File: config.mk
export PLATFORM = sky130hd
export DESIGN_NAME = rxhdr_crc
export DESIGN_NICKNAME = d
export VERILOG_FILES = /design/src/rtl/rxhdr_pkg.sv /design/src/rtl/rxhdr_crc.sv
export SDC_FILE = /design/constraint.sdc
export NUM_CORES = 1
export LEC_CHECK = 0
export BUFFER_PORTS_ARGS = -buffer_cell sky130_fd_sc_hd__buf_2
export CORE_MARGIN = 2
export CORE_UTILIZATION = 45
export DETAILED_ROUTE_END_ITERATION = 8
export PLACE_DENSITY = 0.72
export SETUP_SLACK_MARGIN = 0.2
export SYNTH_ARGS = -nofsm -noshare
export SYNTH_HDL_FRONTEND = slang
export SYNTH_SLANG_ARGS = --single-unit
File: constraint.sdc
create_clock -name clk -period 1.7 [get_ports clk]
set_clock_uncertainty 0.1 [all_clocks]
set_input_delay 0.17 -clock clk [delete_from_list [all_inputs] [get_ports clk]]
set_output_delay 0.17 -clock clk [all_outputs]
set_load 0.03 [all_outputs]
File: src/rtl/rxhdr_pkg.sv
package rxhdr_pkg;

    localparam int SFD_W   = 16;
    localparam int FCS_W   = 16;
    localparam int LEN_W   = 16;
    localparam int HDR_MAX = 48;
    localparam logic [15:0] CRC_POLY = 16'h1021;
    localparam logic [15:0] CRC_INIT = 16'hFFFF;

    typedef enum logic [1:0] {
        ST_IDLE,
        ST_HUNT,
        ST_HDR,
        ST_PAY
    } st_e;

    function automatic logic [15:0] crc_step(input logic [15:0] c, input logic b);
        logic fb;
        fb = c[15] ^ b;
        return {c[14:0], 1'b0} ^ (fb ? CRC_POLY : 16'h0000);
    endfunction

    function automatic logic [15:0] crc_word(input logic [15:0] c, input logic [15:0] w);
        logic [15:0] acc;
        acc = c;
        for (int i = 15; i >= 0; i--) begin
            acc = crc_step(acc, w[i]);
        end
        return acc;
    endfunction

    // header bits after the start word, per link mode
    function automatic logic [15:0] hdr_bits(input logic [1:0] mode);
        case (mode)
            2'd0:    return 16'd0;
            2'd1:    return 16'd16;
            default: return 16'd48;
        endcase
    endfunction

endpackage

File: src/rtl/rxhdr_crc.sv
module rxhdr_crc (
    input  logic        clk,
    input  logic        rst_n,
    input  logic        ld,
    input  logic [15:0] seed_word,
    input  logic        en,
    input  logic        bit_in,
    output logic [15:0] crc_q
);
    import rxhdr_pkg::*;

    logic [15:0] crc_d;

    always_comb begin
        crc_d = crc_q;
        if (ld)      crc_d = crc_word(CRC_INIT, seed_word);
        else if (en) crc_d = crc_step(crc_q, bit_in);
    end

    always_ff @(posedge clk or negedge rst_n) begin
        if (!rst_n) crc_q <= CRC_INIT;
        else        crc_q <= crc_d;
    end


    crc_ld_en_chk: assert property (@(posedge clk) disable iff (!rst_n)
        ld |-> !en);


    crc_hold_chk: assert property (@(posedge clk) disable iff (!rst_n)
        (!ld && !en) |=> $stable(crc_q));

endmodule

==> qor.tcl <==
set qor(route.layer.met1.wl_mm) 1.085
set qor(synth-seq-cells) 16
set qor(synth.cell_area_um2) 1172
set qor(antenna_found_initial) 0
set qor(power_per_standard_cell_area_nw_per_um2) 1165
set qor(critPathArrivalTime_ns) 1.43
set qor(crit_type) {flip-flop to flip-flop}
set qor(worst_setup_path_start_kind) {flip-flop}
set qor(insertion_delay_ns) 0.29
set qor(num_antenna_cells) 0
set qor(total_leakage_power_nw) 0.5823
set qor(grt_start_max_net_pins) 33
set qor(most-common-layout-cells) {sky130_fd_sc_hd__buf_2, sky130_fd_sc_hd__xnor2_1, sky130_fd_sc_hd__dfstp_2}
set qor(required_ns) 1.80
set qor(flow.area_growth_from_synthesis_pct) 18.78
set qor(drv_cap) 0
set qor(initial_utilization) 0.4732
set qor(grt_util_all_layers) 0.1891
set qor(timing.final.max_slew_violations) 0
set qor(post-place-ws_ns) 0.1601
set qor(synth.avg_cell_area_um2) 10.76
set qor(hold_viol_final) 0
set qor(layout-drive-gt1-share) 0.4429
set qor(synth_fp_nets) 130
set qor(timing.critical_path.max_delay_family) {flip-flops}
set qor(total_of_warnings_raised_by_yosys) 0
set qor(remaining_drc_errors) 0
set qor(layout.filler_cells) 235
set qor(topRoutingLayerUsed) {met4}
set qor(setup_viol_count_final) 0
set qor(synth_area_leader_cell) {sky130_fd_sc_hd__dfstp_2}
set qor(post_synthesis_cells) 109
set qor(drt-initial-drc-count) 8
set qor(row_count) 18
set qor(grt_pass1_vias) 829
set qor(synth_cell_type_count) 17
set qor(pin_count) 37
set qor(multi_input_area_um2) 721.9
set qor(hold_crit_path_type) {primary input to flip-flop}
set qor(routabilityCongestion) 0.7874
set qor(wl_per_cell_um) 14.37
set qor(met3_length_um) 124
set qor(timing.setup.tns_ns) 0
set qor(nets) 163
set qor(worstPathMaxFanout) 3
set qor(regArea_um2) 420.4
set qor(final.period_utilization) 0.7819
set qor(grt_pass1_wl_mm) 3.953
set qor(timing.fmax_ghz) 0.7523
set qor(core_occupancy_in_the_finished_layout) 0.5621
set qor(grt_overflow_total) 0
set qor(biggestRegsByFlops) {crc_q: 16 flops}
set qor(drt_pass1_iterations) 3
set qor(ctsRootBufferMaster) {sky130_fd_sc_hd__clkbuf_4}
set qor(netlist_top_cells_area) {sky130_fd_sc_hd__dfstp_2, sky130_fd_sc_hd__xnor2_1, sky130_fd_sc_hd__a211oi_1}
set qor(yosysTopAreaCellShare) 0.3586
set qor(synth.yosys.seq_area_share) 0.3586
set qor(tritoncts.num_buffers) 3
set qor(layout_commonest_cell) {sky130_fd_sc_hd__buf_2}
set qor(count_of_h_tree_levels_built_during_cts) 1
set qor(slew-limit-headroom) 0.6511
set qor(tritoncts) {done}
set qor(dr_total_vias) 888
set qor(regMostFlops) {crc_q}
set qor(fp.dieW_um) 55.04
set qor(critical_path.max_stage_delay_ns) 0.57
set qor(routed-wl-met2_mm) 1.185
set qor(ant_nets) 0
set qor(cp_cell_sequence) {xnor2_2, xnor2_1, a211oi_1, a21oi_1}
set qor(clock_sink_count) 16
set qor(detail_route.vias_per_cell) 5.224
set qor(post-cts-setup-buffer-count) 0
set qor(floorplan.core_area_um2) 2477
set qor(endpoint_kind) {flip-flop}
set qor(status) {finished, final reports clean}
set qor(rsz_0062_raised_after_global_routing) {no}
set qor(postRouteWirelength_mm) 2.443
set qor(placement.cell_area_um2) 1348
set qor(slowest_cp_cell) {sky130_fd_sc_hd__dfstp_2}
set qor(tightestPinTransition_ns) 0.5234
set qor(design.die.area_um2) 3029
set qor(postLayoutSetupSlackWorst_ns) 0.3707
set qor(largest_reg_flops) 16
set qor(timing.final.crit_period_ns) 1.329
set qor(critPathBufInv) 0
set qor(io_buffer_count) 36
set qor(finish.instance_area_um2) 1393
set qor(clkTransAtPathRegs_ns) 0.09
set qor(die_height_um) 55.04
set qor(worst_supply_voltage_drop_on_vdd_v) 0.0006159
set qor(cts.path.max_buffers) 2
[worst min-delay path, stage by stage]
cell	delay [ns]
sky130_fd_sc_hd__buf_2	0.12
sky130_fd_sc_hd__xnor2_1	0.09
sky130_fd_sc_hd__nand2_1	0.07
sky130_fd_sc_hd__o21ai_0	0.07
[layout make-up]
class | count | area share
multi-input cells | 84 | 0.5184
repair buffers | 37 | 0.1366
clock buffers | 3 | 0.01617
well taps | 30 | 0.02695
flip-flops and latches | 16 | 0.3019
[cell usage after synthesis]
library cell	n
sky130_fd_sc_hd__xnor3_1	2
sky130_fd_sc_hd__xnor2_4	2
sky130_fd_sc_hd__xor3_2	1
sky130_fd_sc_hd__xor2_1	4
sky130_fd_sc_hd__o21ai_0	5
sky130_fd_sc_hd__buf_4	2
sky130_fd_sc_hd__mux2i_1	3
sky130_fd_sc_hd__clkbuf_1	6
sky130_fd_sc_hd__xnor2_2	1
sky130_fd_sc_hd__xnor2_1	24
sky130_fd_sc_hd__nor2b_1	12
sky130_fd_sc_hd__buf_2	1
sky130_fd_sc_hd__a211oi_1	12
sky130_fd_sc_hd__dfstp_2	16
sky130_fd_sc_hd__a21oi_1	12
sky130_fd_sc_hd__nand2_1	5
sky130_fd_sc_hd__xnor3_2	1
[where the power goes]
group          switching, W  total, W  internal [W]
Combinational      0.000474  0.000806      0.000333
Clock              0.000115  0.000197     0.0000824
Sequential        0.0000745  0.000620      0.000545
[routing by layer]
layer,global-route usage,vias to the layer above
met5,0,-
met4,0.08537,0
met3,0.008065,5
met2,0.3155,33
met1,0.2538,413
li1,-,437
[path summary, 6_finish.rpt]
check                      slack (ns)          from  cells after the start   endpoint
max reg2reg                      0.37     crc_q[15]                      4  crc_q[12]
max                              0.37     crc_q[15]                      4  crc_q[12]
min                              0.13  seed_word[9]                      4  crc_q[14]
min in group asynchronous        0.49         rst_n                      2  crc_q[12]
min reg2reg                      0.49     crc_q[13]                      2  crc_q[14]
max in group asynchronous        0.98         rst_n                      2   crc_q[2]
[kinds of logic (layout without fill, tap and decap cells)]
kind of cell,count (synthesis),count (layout),synth area share
AO/OA/AOI/OAI,29,29,0.1494
flip-flops,16,16,0.3586
buffers and inverters,9,40,0.03628
AND/OR/NAND/NOR,17,17,0.08004
multiplexers,3,3,0.02561
XOR/XNOR,35,35,0.3500
[what timing repair did]
item	CTS	global route
endpoints found under the setup margin	0	1
hold buffers	1	0
resized for setup	0	2
hold endpoints to repair	16	0
[stage by stage]
stage / hold WS [ns] / cells / total power [W]
final: 0.1349 / 170 / 0.001623
after global routing: 0.1838 / 170 / 0.001735
after CTS: 0.1431 / 170 / 0.001628
after detailed placement: 0.2931 / 166 / 0.001424
after global placement: 0.2790 / 166 / 0.001411
after floorplan: -0.07784 / 109 / 0.001223
No activity file was read; power rests on OpenSTA's default activity.
